## src/rtl/router_pkg.sv

```systemverilog
// Shared definitions for the pin-to-resource router.
// Assumes: select codes are fixed at 3 bits; resource order below is used
// as the index into per-pin contribution vectors.
package router_pkg;
    localparam int SEL_W   = 3;
    localparam int NUM_RES = 4;

    localparam int RES_CNT0 = 0;
    localparam int RES_CNT1 = 1;
    localparam int RES_IRQ0 = 2;
    localparam int RES_IRQ1 = 3;

    typedef enum logic [SEL_W-1:0] {
        SEL_OFF_A   = 3'd0,
        SEL_OFF_B   = 3'd1,
        SEL_CNT0    = 3'd2,
        SEL_CNT1    = 3'd3,
        SEL_IRQ0_HI = 3'd4,
        SEL_IRQ1_HI = 3'd5,
        SEL_IRQ0_LO = 3'd6,
        SEL_IRQ1_LO = 3'd7
    } sel_code_e;
endpackage

```

## src/rtl/rsel_bank.sv

```systemverilog
// Bank of control registers holding the per-pin select fields.
// Each register carries FIELDS_PER_REG fields spaced FIELD_STRIDE bits apart;
// the bits between fields are discarded. All fields reset to code 0.
// Assumes: NUM_PINS is a multiple of FIELDS_PER_REG.
module rsel_bank #(
    parameter int NUM_PINS       = 8,
    parameter int FIELDS_PER_REG = 2,
    parameter int REG_W          = 8,
    localparam int NUM_REGS      = NUM_PINS / FIELDS_PER_REG,
    localparam int ADDR_W        = (NUM_REGS > 1) ? $clog2(NUM_REGS) : 1,
    localparam int FIELD_STRIDE  = REG_W / FIELDS_PER_REG
) (
    input  logic                                  clk,
    input  logic                                  rst_n,
    input  logic                                  wr_en,
    input  logic [ADDR_W-1:0]                     wr_addr,
    input  logic [REG_W-1:0]                      wr_data,
    output logic [NUM_PINS*router_pkg::SEL_W-1:0] sel_flat
);
    import router_pkg::*;

    for (genvar r = 0; r < NUM_REGS; r++) begin : g_reg
        for (genvar f = 0; f < FIELDS_PER_REG; f++) begin : g_field
            localparam int PIN = r * FIELDS_PER_REG + f;
            logic [SEL_W-1:0] field_q;

            // Load this field when its register is addressed; clear on reset.
            always_ff @(posedge clk) begin
                if (!rst_n) begin
                    field_q <= '0;
                end else if (wr_en && (wr_addr == ADDR_W'(r))) begin
                    field_q <= wr_data[f*FIELD_STRIDE +: SEL_W];
                end
            end

            assign sel_flat[PIN*SEL_W +: SEL_W] = field_q;
        end
    end
endmodule

```

## src/rtl/rsel_decode.sv

```systemverilog
// Turns each pin and its select code into per-resource contributions,
// inverting falling/low selections, then ORs contributions per resource.
// Purely combinational. Assumes pin levels are already synchronous to clk.
module rsel_decode #(
    parameter int NUM_PINS = 8
) (
    input  logic [NUM_PINS-1:0]                   pin_in,
    input  logic [NUM_PINS*router_pkg::SEL_W-1:0] sel_flat,
    output logic [1:0]                            cnt_comb,
    output logic [1:0]                            irq_comb
);
    import router_pkg::*;

    logic [NUM_RES-1:0] contrib [NUM_PINS];

    for (genvar p = 0; p < NUM_PINS; p++) begin : g_pin
        sel_code_e code;
        assign code = sel_code_e'(sel_flat[p*SEL_W +: SEL_W]);

        // Map one pin onto the resource its code names, with polarity.
        always_comb begin
            contrib[p] = '0;
            unique case (code)
                SEL_CNT0:    contrib[p][RES_CNT0] = pin_in[p];
                SEL_CNT1:    contrib[p][RES_CNT1] = pin_in[p];
                SEL_IRQ0_HI: contrib[p][RES_IRQ0] = pin_in[p];
                SEL_IRQ1_HI: contrib[p][RES_IRQ1] = pin_in[p];
                SEL_IRQ0_LO: contrib[p][RES_IRQ0] = ~pin_in[p];
                SEL_IRQ1_LO: contrib[p][RES_IRQ1] = ~pin_in[p];
                default:     contrib[p] = '0;
            endcase
        end
    end

    logic [NUM_RES-1:0] merged;

    // OR all pin contributions together per resource.
    always_comb begin
        merged = '0;
        for (int p = 0; p < NUM_PINS; p++) begin
            merged = merged | contrib[p];
        end
    end

    assign cnt_comb = {merged[RES_CNT1], merged[RES_CNT0]};
    assign irq_comb = {merged[RES_IRQ1], merged[RES_IRQ0]};
endmodule

```

## src/rtl/irq_detect.sv

```systemverilog
// Edge or level request former for one interrupt.
// Level mode: request mirrors the combined signal. Edge mode: a 0->1 change
// between consecutive clock edges sets a pending flag; ack clears it, with a
// same-cycle edge taking priority. Pending is held clear in level mode.
module irq_detect (
    input  logic clk,
    input  logic rst_n,
    input  logic comb,
    input  logic edge_mode,
    input  logic ack,
    output logic req
);
    logic comb_q;
    logic pending;
    logic rise;

    assign rise = comb && !comb_q;

    // Track the previous combined level and the pending flag.
    always_ff @(posedge clk) begin
        if (!rst_n) begin
            comb_q  <= 1'b0;
            pending <= 1'b0;
        end else begin
            comb_q <= comb;
            if (!edge_mode) begin
                pending <= 1'b0;
            end else if (rise) begin
                pending <= 1'b1;
            end else if (ack) begin
                pending <= 1'b0;
            end
        end
    end

    assign req = edge_mode ? pending : comb;
endmodule

```

## src/rtl/pin_resource_router.sv

```systemverilog
// Top of the pin-to-resource router: select register bank, pin decoder and
// one request former per interrupt.
// Assumes pin_in is synchronous to clk; outputs feed counters and the
// interrupt controller, which live elsewhere.
module pin_resource_router #(
    parameter int NUM_PINS       = 8,
    parameter int FIELDS_PER_REG = 2,
    parameter int REG_W          = 8,
    localparam int NUM_REGS      = NUM_PINS / FIELDS_PER_REG,
    localparam int ADDR_W        = (NUM_REGS > 1) ? $clog2(NUM_REGS) : 1,
    localparam int NUM_IRQ       = 2
) (
    input  logic                clk,
    input  logic                rst_n,
    input  logic                wr_en,
    input  logic [ADDR_W-1:0]   wr_addr,
    input  logic [REG_W-1:0]    wr_data,
    input  logic [NUM_PINS-1:0] pin_in,
    input  logic [NUM_IRQ-1:0]  irq_mode,
    input  logic [NUM_IRQ-1:0]  irq_ack,
    output logic [1:0]          cnt_gate,
    output logic [NUM_IRQ-1:0]  irq_req
);
    import router_pkg::*;

    logic [NUM_PINS*SEL_W-1:0] sel_flat;
    logic [NUM_IRQ-1:0]        irq_comb;

    rsel_bank #(
        .NUM_PINS      (NUM_PINS),
        .FIELDS_PER_REG(FIELDS_PER_REG),
        .REG_W         (REG_W)
    ) u_bank (
        .clk     (clk),
        .rst_n   (rst_n),
        .wr_en   (wr_en),
        .wr_addr (wr_addr),
        .wr_data (wr_data),
        .sel_flat(sel_flat)
    );

    rsel_decode #(
        .NUM_PINS(NUM_PINS)
    ) u_decode (
        .pin_in  (pin_in),
        .sel_flat(sel_flat),
        .cnt_comb(cnt_gate),
        .irq_comb(irq_comb)
    );

    for (genvar i = 0; i < NUM_IRQ; i++) begin : g_irq
        irq_detect u_det (
            .clk      (clk),
            .rst_n    (rst_n),
            .comb     (irq_comb[i]),
            .edge_mode(irq_mode[i]),
            .ack      (irq_ack[i]),
            .req      (irq_req[i])
        );
    end
endmodule

```

## config.mk

```make
export PLATFORM = sky130hd
export DESIGN_NAME = pin_resource_router
export DESIGN_NICKNAME = d
export VERILOG_FILES = /design/src/rtl/router_pkg.sv /design/src/rtl/rsel_bank.sv /design/src/rtl/rsel_decode.sv /design/src/rtl/irq_detect.sv /design/src/rtl/pin_resource_router.sv
export SDC_FILE = /design/constraint.sdc
export NUM_CORES = 1
export LEC_CHECK = 0
export ABC_AREA = 1
export BUFFER_PORTS_ARGS = -buffer_cell sky130_fd_sc_hd__clkbuf_2
export CAP_MARGIN = 15
export CORE_MARGIN = 5
export CORE_UTILIZATION = 32
export CTS_BUF_LIST = sky130_fd_sc_hd__clkbuf_4 sky130_fd_sc_hd__clkbuf_8
export DETAILED_ROUTE_END_ITERATION = 8
export HOLD_SLACK_MARGIN = 0.03
export PLACE_DENSITY = 0.5
export SYNTH_ARGS = -nofsm -noshare
export SYNTH_HDL_FRONTEND = slang
export SYNTH_SLANG_ARGS = --single-unit
```

## constraint.sdc

```tcl
create_clock -name clk -period 2.7 [get_ports clk]
set_input_delay 0.27 -clock clk [delete_from_list [all_inputs] [get_ports clk]]
set_output_delay 0.27 -clock clk [all_outputs]
set_load 0.01 [all_outputs]
```

# Yosys cells after proc, flatten, opt, wreduce, memory -nomap -nowiden
# Index checks and enable logic that the tools add are counted.
# word_totals
ff_bits,28
in_bits,25
out_inout_bits,4
elab_cells,129
# classes
eq_ne,51
muxes,38
n_bitwise,15
reduce_logical,13
# op_table
op,count
"3-bit == test, second input constant",32
"3-bit by 2-bit == test with 1-bit output, second input constant",16
1-bit one-hot mux with 2 select lines,16
4-bit bitwise OR,7
1-bit 2-to-1 mux,22
1-bit NOT,8
1-bit logical AND,6
"2-bit == test, second input constant",2
2-bit AND reduction,2
2-bit nonzero test,2
"2-bit by 1-bit == test with 1-bit output, second input constant",1
1-bit logical NOT,2
2-bit logical NOT,1

# Longest topological paths before layout
# Gate-level depths: netlist of the first run.
# depth
ltp_word,11
depth_mapped,9
depth_no_buf,8

# Hierarchy
# A second synthesis of the first run with hierarchy kept.
# unflattened
cells_unflattened,310
area_unflattened_um2,1719.1
# modules_own_cells
mod,instances,cells_per_inst,area_each_um2,seq_area_each_um2
rsel_bank,1,157,1007.2,480.5
rsel_decode,1,127,536.8,0.0
irq_detect,2,13,87.6,40.0

# Worst setup path before layout of the first run
# Ideal clock, no wire load.
# synth_timing
path_kind,reg2out
start,register u_bank.g_reg[1].g_field[1].field_q[0]
end,output port irq_req[1]
arrival_ps,977
required_ps,2430
setup_slack_ps,1453
stages_incl_launch_ff,9
n_path_buf,1
cell_sequence,dfxtp_1 > nand2_1 > nand3b_1 > nand2_1 > nor2_1 > nand2_1 > nor2_1 > a21oi_1 > buf_4
# synth_via
elab_chain_cells,8
# synth_lines
element,line,rtl
"start, declared",rsel_bank.sv:25,logic [SEL_W-1:0] field_q;
"start signal, assigned",rsel_bank.sv:32,field_q <= wr_data[f*FIELD_STRIDE +: SEL_W];
3-bit == test,rsel_decode.sv:23,unique case (code)
1-bit one-hot mux with 2 select lines (*),rsel_decode.sv:23,
4-bit bitwise OR (*) (5 in series),rsel_decode.sv:41,merged = merged | contrib[p];
1-bit 2-to-1 mux (*),irq_detect.sv:36,assign req = edge_mode ? pending : comb;
"end, declared",pin_resource_router.sv:22,output logic [NUM_IRQ-1:0] irq_req
# Every way passes the cells marked *; elsewhere a longest branch is shown, timed or not.

# Worst setup path after layout of the first run
# layout_timing
start,register u_bank.g_reg[1].g_field[0].field_q[2]
end,output port irq_req[0]
# layout_via
elab_chain_cells,9
# layout_lines
element,line
"start, declared",rsel_bank.sv:25
"start signal, assigned",rsel_bank.sv:32
3-bit == test,rsel_decode.sv:23
1-bit one-hot mux with 2 select lines (*),rsel_decode.sv:23
4-bit bitwise OR (*) (6 in series),rsel_decode.sv:41
1-bit 2-to-1 mux (*),irq_detect.sv:36
# Marked as above.

==> results of run 1 <==
-- registers in the layout, indices dropped and copies added, names as in the netlist --
name                      count
g_irq.u_det.pending           2
g_irq.u_det.comb_q            2
u_bank.g.g_field.field_q     24
-- logic make-up after synthesis --
family / count (synthesis) / synth area share, %
DFF: 28 / 37.0
and+or+nand+nor: 99 / 30.0
AOI/OAI and AO/OA: 54 / 18.9
buffers and inverters: 50 / 14.2
-- cells in the final DEF, fill, tap and decap left out, drive strengths merged, types with 2 or more instances in the layout --
master and instances:
inv 42, nand2 38, clkbuf 30, a21oi 28, dfxtp 28, o21ai 24, nor2 22, nand3 14
nor3 11, nand4 7, nand3b 5, or2 2
-- power by group through the flow --
stage          registers [mW]  clock network [mW]  logic, mW
2_1_floorplan           0.457                   0     0.0855
3_3_place_gp            0.460                   0      0.127
3_5_place_dp            0.460                   0      0.128
4_1_cts                 0.451               0.281      0.128
5_1_grt                 0.454               0.298      0.147
6_report                0.451               0.271      0.126
-- worst min-delay path, stage by stage --
cell      delay [ns]
clkbuf_2        0.10
nand2_1         0.05
a21oi_1         0.03
-- cell type report --
| cell class | instances | area, um^2 | share of cell area [%] |
|---|---|---|---|
| multi-input combinational | 153 | 741 | 43.3 |
| sequential | 28 | 561 | 32.7 |
| inverter | 42 | 158 | 9.21 |
| timing repair buffer | 26 | 130 | 7.60 |
| tap | 54 | 67.6 | 3.95 |
| clock buffer | 4 | 55.1 | 3.22 |
-- per-layer routing --
layer,track usage [%],routed length [um]
met1,17.4,1880
met5,0,0
met2,20.0,1670
met3,1.93,181
met4,4.12,36
-- path summary, 6_finish.rpt --
check / startpoint / end / slack, ns / cells after the start
setup / recovery: u_bank.g_reg[1].g_field[0].field_q[2] / irq_req[0] / 1.0 / 9
hold / removal: irq_mode[0] / g_irq[0].u_det.pending / 0.21 / 3
setup reg to reg: u_bank.g_reg[1].g_field[0].field_q[1] / g_irq[0].u_det.pending / 1.59 / 8
hold reg to reg: u_bank.g_reg[3].g_field[0].field_q[1] / u_bank.g_reg[3].g_field[0].field_q[1] / 0.48 / 2
==> reports/qor.csv, run 1 <==
stage,metric,value,unit
route,drtIter0Drc,66,
logic_synthesis,seq_area_frac_synth,37.0,%
logic_synthesis,yosys.area.top_type_share,37.0,%
timing,slew_violations,0,
timing,min_period,1.70,ns
cts,post_cts_resized,0,
worst_setup_path,cpMostUsedCell,nor2_1,
logic_synthesis,synth_top_cell_by_area,dfxtp_1,
global_routing,grt_max_degree,28,
place,dpl-instance-area,1660,um^2
place,place_inst,303,
die,rows,25,
timing,max_freq,587,MHz
worst_setup_path,path_max_fanout,3,
worst_setup_path,cp_data_arrival_time,1.43,ns
timing,skew,0.00785,ns
die,dieWidth,78.8,um
timing,rsz0062_at_grt,no,
die,initial_core_util,32.5,%
min_path,hold_path.class,input port to flop,
worst_setup_path,cp_cell_sequence,inv_1 > nor2_1 > nand3_1 > nand2_1 > nor2_1 > nand2_1 > nor2_1 > a21oi_1 > clkbuf_2,
pwr,p_int,0.612,mW
cells_and_area,syn2layout_area_growth,12.9,%
logic_synthesis,synthFlopType,dfxtp_1,
timing,finalSetupViolCount,0,
cts,root_buffer,clkbuf_8,
place,port_buffers,26,
logic_synthesis,yosys_warnings,0,
cts,hold_buffers,0,
logic_synthesis,syn_area_per_cell,6.56,um^2
die,die_area,6220,um^2
cts,cts_buffer_depth,2,
logic_synthesis,yosysMostFrequentCell,inv_1,
logic_synthesis,synth_nets,256,
timing,timing.final.hold_violations,0,
cells_and_area,drive_gt1_share,15.0,%
timing,holdWs,0.209,ns
cts,cts-htree-levels,1,
timing,relSlewSlack,63.0,%
worst_setup_path,crit_type,flop to output port,
timing,period_share,63.1,%
pwr,leakagePower,0.778,nW
logic_synthesis,synth_edf_count,0,
place,dp_hpwl,2900,um
place,pre_cts_ws,1.25,ns
pwr,switching_share,27.8,%
pwr,p_switching,0.235,mW
global_routing,antenna_found_initial,0,
logic_synthesis,synthTopCellsByArea,"dfxtp_1 37%, inv_1 10%, nand2_1 9.4%",
route,antenna_left,0,
pwr,combPwrFrac,14.9,%
die,pin_count,29,
cts,cts_tree,yes,
cells_and_area,final_core_util,36.7,%
route,vias,1450,
timing,tightest_slew,0.555,ns
route,drt-vias-per-instance,4.72,
cts,post_cts_buffers,0,
logic_synthesis,async_flop_share,0,%
cells_and_area,design_area,1710,um^2
pwr,power,0.848,mW
cts,cts_buffers,3,
logic_synthesis,synth.top_cells.by_count,"41 x inv_1, 38 x nand2_1, 28 x a21oi_1, 28 x dfxtp_1, 22 x nor2_1",
worst_setup_path,required,2.43,ns
route,avgRoutedWirePerCell,12.3,um
global_routing,grt_pass1_vias,1319,
pwr,ir_drop,0.168,mV
cts,clkLatencyLatePin,0.28,ns
outcome,status,completed,
timing,timing.final.ws_setup,0.998,ns
global_routing,overflow,0,
worst_setup_path,critPathBufInv,2,
worst_setup_path,crit_family,simple AND/OR/NAND/NOR gates,
route,firstDrtPassIters,4,
logic_synthesis,synth-seq-cells,28,
pwr,seq_power_share,53.2,%
worst_setup_path,end_kind,output port,
global_routing,grt_pass1_wl,6120,um
worst_setup_path,critPathLaunchType,flop,
worst_setup_path,crit_slowest_cell,dfxtp_1,
worst_setup_path,critical_path.max_stage_delay,0.37,ns
pwr,pwr-share-clk,31.9,%
place,globalplace.congestion,0.785,
pwr,p_per_area,495,nW/um^2
route,drc_errors,0,
cells_and_area,finalNetCount,279,
cts,cts.reportedPaths.clkPinSlew,0.10,ns
cells_and_area,fill_cells,526,
logic_synthesis,synth_cell_types,20,
global_routing,grt_use_total,12.6,%
cells_and_area,diodes,0,
logic_synthesis,netlist_area,1520,um^2
cts,cts.sinks,28,
timing,finalSetupTns,0,ns
cells_and_area,layoutNonFillerInstCount,307,
die,die_y,78.8,um
run,cap_viol_max_count,0,
route,wl,3780,um
die,coreArea,4660,um^2
logic_synthesis,synthCells,231,
Note: power is estimated with default switching activity, not from simulation.
==> run 2, diff against run 1 <==
- ABC_AREA: 1 -> 0
- clock period: 2.7 -> 1.8 ns (I/O delays scaled with it)
==> reports/qor.csv, run 2 <==
stage,metric,value,unit
outcome,status,finished with violations,
outcome,violations,negative setup slack,
pwr,leakagePower,0.789,nW
die,rows,24,
die,die_y,77.2,um
cts,cts.sinks,28,
cells_and_area,diodes,0,
cts,cts_buffers,3,
die,die_area,5960,um^2
logic_synthesis,async_flop_share,0,%
global_routing,grt_pass1_wl,5910,um
pwr,pwr-share-clk,28.8,%
logic_synthesis,seq_area_frac_synth,38.8,%
global_routing,grt_pass1_vias,1259,
cts,cts-htree-levels,1,
logic_synthesis,synth_nets,177,
cells_and_area,layoutNonFillerInstCount,236,
global_routing,overflow,0,
cells_and_area,drive_gt1_share,28.8,%
cells_and_area,syn2layout_area_growth,23.0,%
timing,max_freq,508,MHz
timing,rsz0062_at_grt,yes,
logic_synthesis,yosysMostFrequentCell,dfxtp_1,
cts,cts_tree,yes,
cells_and_area,finalNetCount,211,
pwr,switching_share,25.3,%
route,drt-vias-per-instance,5.24,
place,globalplace.congestion,0.828,
logic_synthesis,yosys.area.top_type_share,38.8,%
worst_setup_path,cp_data_arrival_time,1.79,ns
logic_synthesis,synthTopCellsByArea,"dfxtp_1 39%, mux2i_1 17%, nor2b_1 10%",
route,drtIter0Drc,52,
timing,finalSetupViolCount,3,
logic_synthesis,synth_cell_types,31,
pwr,ir_drop,0.240,mV
cells_and_area,mostFrequentLayoutCells,"25 x clkbuf_2, 24 x mux2i_1, 24 x nor2b_1",
pwr,power,1.19,mW
pwr,combPwrFrac,15.4,%
logic_synthesis,synthFlopType,dfxtp_1,
timing,timing.final.hold_violations,0,
cells_and_area,final_core_util,40.8,%
pwr,p_switching,0.301,mW
worst_setup_path,reg2reg_setup_slack,0.27,ns
cts,clkLatencyLatePin,0.27,ns
cts,cts_buffer_depth,2,
logic_synthesis,synth-seq-cells,28,
place,port_buffers,26,
global_routing,grt_use_total,12.2,%
route,vias,1236,
worst_setup_path,end_kind,output port,
cts,hold_buffers,0,
route,antenna_left,0,
timing,tightest_slew,0.455,ns
logic_synthesis,syn_area_per_cell,9.50,um^2
logic_synthesis,synth.top_cells.by_count,"28 x dfxtp_1, 24 x mux2i_1, 24 x nor2b_1, 11 x nand2_1",
die,coreArea,4350,um^2
worst_setup_path,path_max_fanout,2,
logic_synthesis,synth_top_cell_by_area,dfxtp_1,
timing,relSlewSlack,69.7,%
route,avgRoutedWirePerCell,15.2,um
cells_and_area,regMostFlops,u_bank.g.g_field.field_q,
place,pre_cts_ws,0.0837,ns
cells_and_area,top_regs,"u_bank.g.g_field.field_q x24, g_irq.u_det.comb_q x2, g_irq.u_det.pending x2",
min_path,hold_path.class,input port to flop,
route,drc_errors,0,
pwr,p_per_area,669,nW/um^2
global_routing,grt_max_degree,29,
worst_setup_path,crit_type,flop to output port,
run,cap_viol_max_count,0,
route,wl,3600,um
logic_synthesis,yosys_warnings,0,
logic_synthesis,netlist_area,1440,um^2
timing,min_period,1.97,ns
timing,timing.final.ws_setup,-0.170,ns
die,dieWidth,77.2,um
route,firstDrtPassIters,4,
timing,skew,0.00366,ns
cells_and_area,largest_reg_flops,24,
timing,period_share,109,%
cells_and_area,final_common_cell,clkbuf_2,
timing,slew_violations,0,
global_routing,antenna_found_initial,0,
die,pin_count,29,
die,initial_core_util,33.2,%
pwr,seq_power_share,55.8,%
cts,root_buffer,clkbuf_8,
worst_setup_path,required,1.62,ns
logic_synthesis,synthCells,152,
logic_synthesis,synth_edf_count,0,
place,place_inst,227,
pwr,p_int,0.887,mW
place,dp_hpwl,2780,um
worst_setup_path,critPathLaunchType,flop,
cts,cts.reportedPaths.clkPinSlew,0.09,ns
[run 2: changes by cell type after synthesis, sizes merged, moves of 5 or more]
cell,before,now
nor3,11,0
buf,8,3
mux2i,0,24
nand4,7,2
nand2,38,11
nor2,22,6
xor2,0,8
nand3,14,9
inv,42,2
o21ai,24,0
nor2b,0,24
a21oi,28,0
[run 2: kinds of logic after synthesis]
logic type      synth area share (%)
simple gates                    28.7
xor+xnor                        4.85
buf+inv                         2.34
mux                             18.2
compound gates                  7.11
flops                           38.8
[run 2: cell type report]
| class | count | area (um^2) |
|---|---|---|
| fill | 453 | 2580 |
| timing repair buffer | 34 | 196 |
| inverter | 2 | 7.51 |
| tap | 52 | 65.1 |
| clock buffer | 3 | 41.3 |
| sequential | 28 | 567 |
| multi-input combinational | 117 | 898 |
[run 2: through the flow]
step	hold WS, ns	cell area (um^2)	setup TNS (ns)
3_5_place_dp	0.467	1630	0
4_1_cts	0.168	1750	-0.295
5_1_grt	0.184	1780	-0.454
6_report	0.176	1780	-0.262
2_1_floorplan	0.336	1440	0
3_3_place_gp	0.440	1630	0
[run 2: path summary, 6_finish.rpt]
check / from / endpoint / depth (start not counted)
worst min-delay path: irq_ack[0] / g_irq[0].u_det.pending / 3
worst min register to register: g_irq[1].u_det.pending / g_irq[1].u_det.pending / 2
worst max register to register: u_bank.g_reg[1].g_field[0].field_q[1] / g_irq[0].u_det.comb_q / 6
worst max-delay path: u_bank.g_reg[1].g_field[0].field_q[1] / irq_req[0] / 6
[run 2: timing repair]
action / CTS / global route
resized for setup: 10 / 5
buffers inserted: 6 / 0
gates cloned: 0 / 0
pin swaps: 7 / 9
endpoints found under the setup margin: 3 / 3
[run 2: worst max-delay path: stages, from the launching register on]
cell and delay (ns):
dfxtp_2 0.34, xor2_2 0.15, nand3_1 0.10, o2111ai_2 0.12, or3_4 0.41, mux2_4 0.28, buf_6 0.12
[run 2: power groups by stage]
stage / registers (mW) / clock network (mW) / logic [mW]
2_1_floorplan: 0.671 / 0 / 0.0982
3_3_place_gp: 0.675 / 0 / 0.155
3_5_place_dp: 0.677 / 0 / 0.159
4_1_cts: 0.662 / 0.355 / 0.177
5_1_grt: 0.667 / 0.375 / 0.200
6_report: 0.663 / 0.342 / 0.183
[run 2: layer usage]
metal	track usage, %	part of all wire, %	vias to the layer above
met5	0	0	-
met4	4.81	1.6	0
met3	2.46	3.9	6
met2	20.7	50	33
met1	14.8	45	597
li1	-	-	600
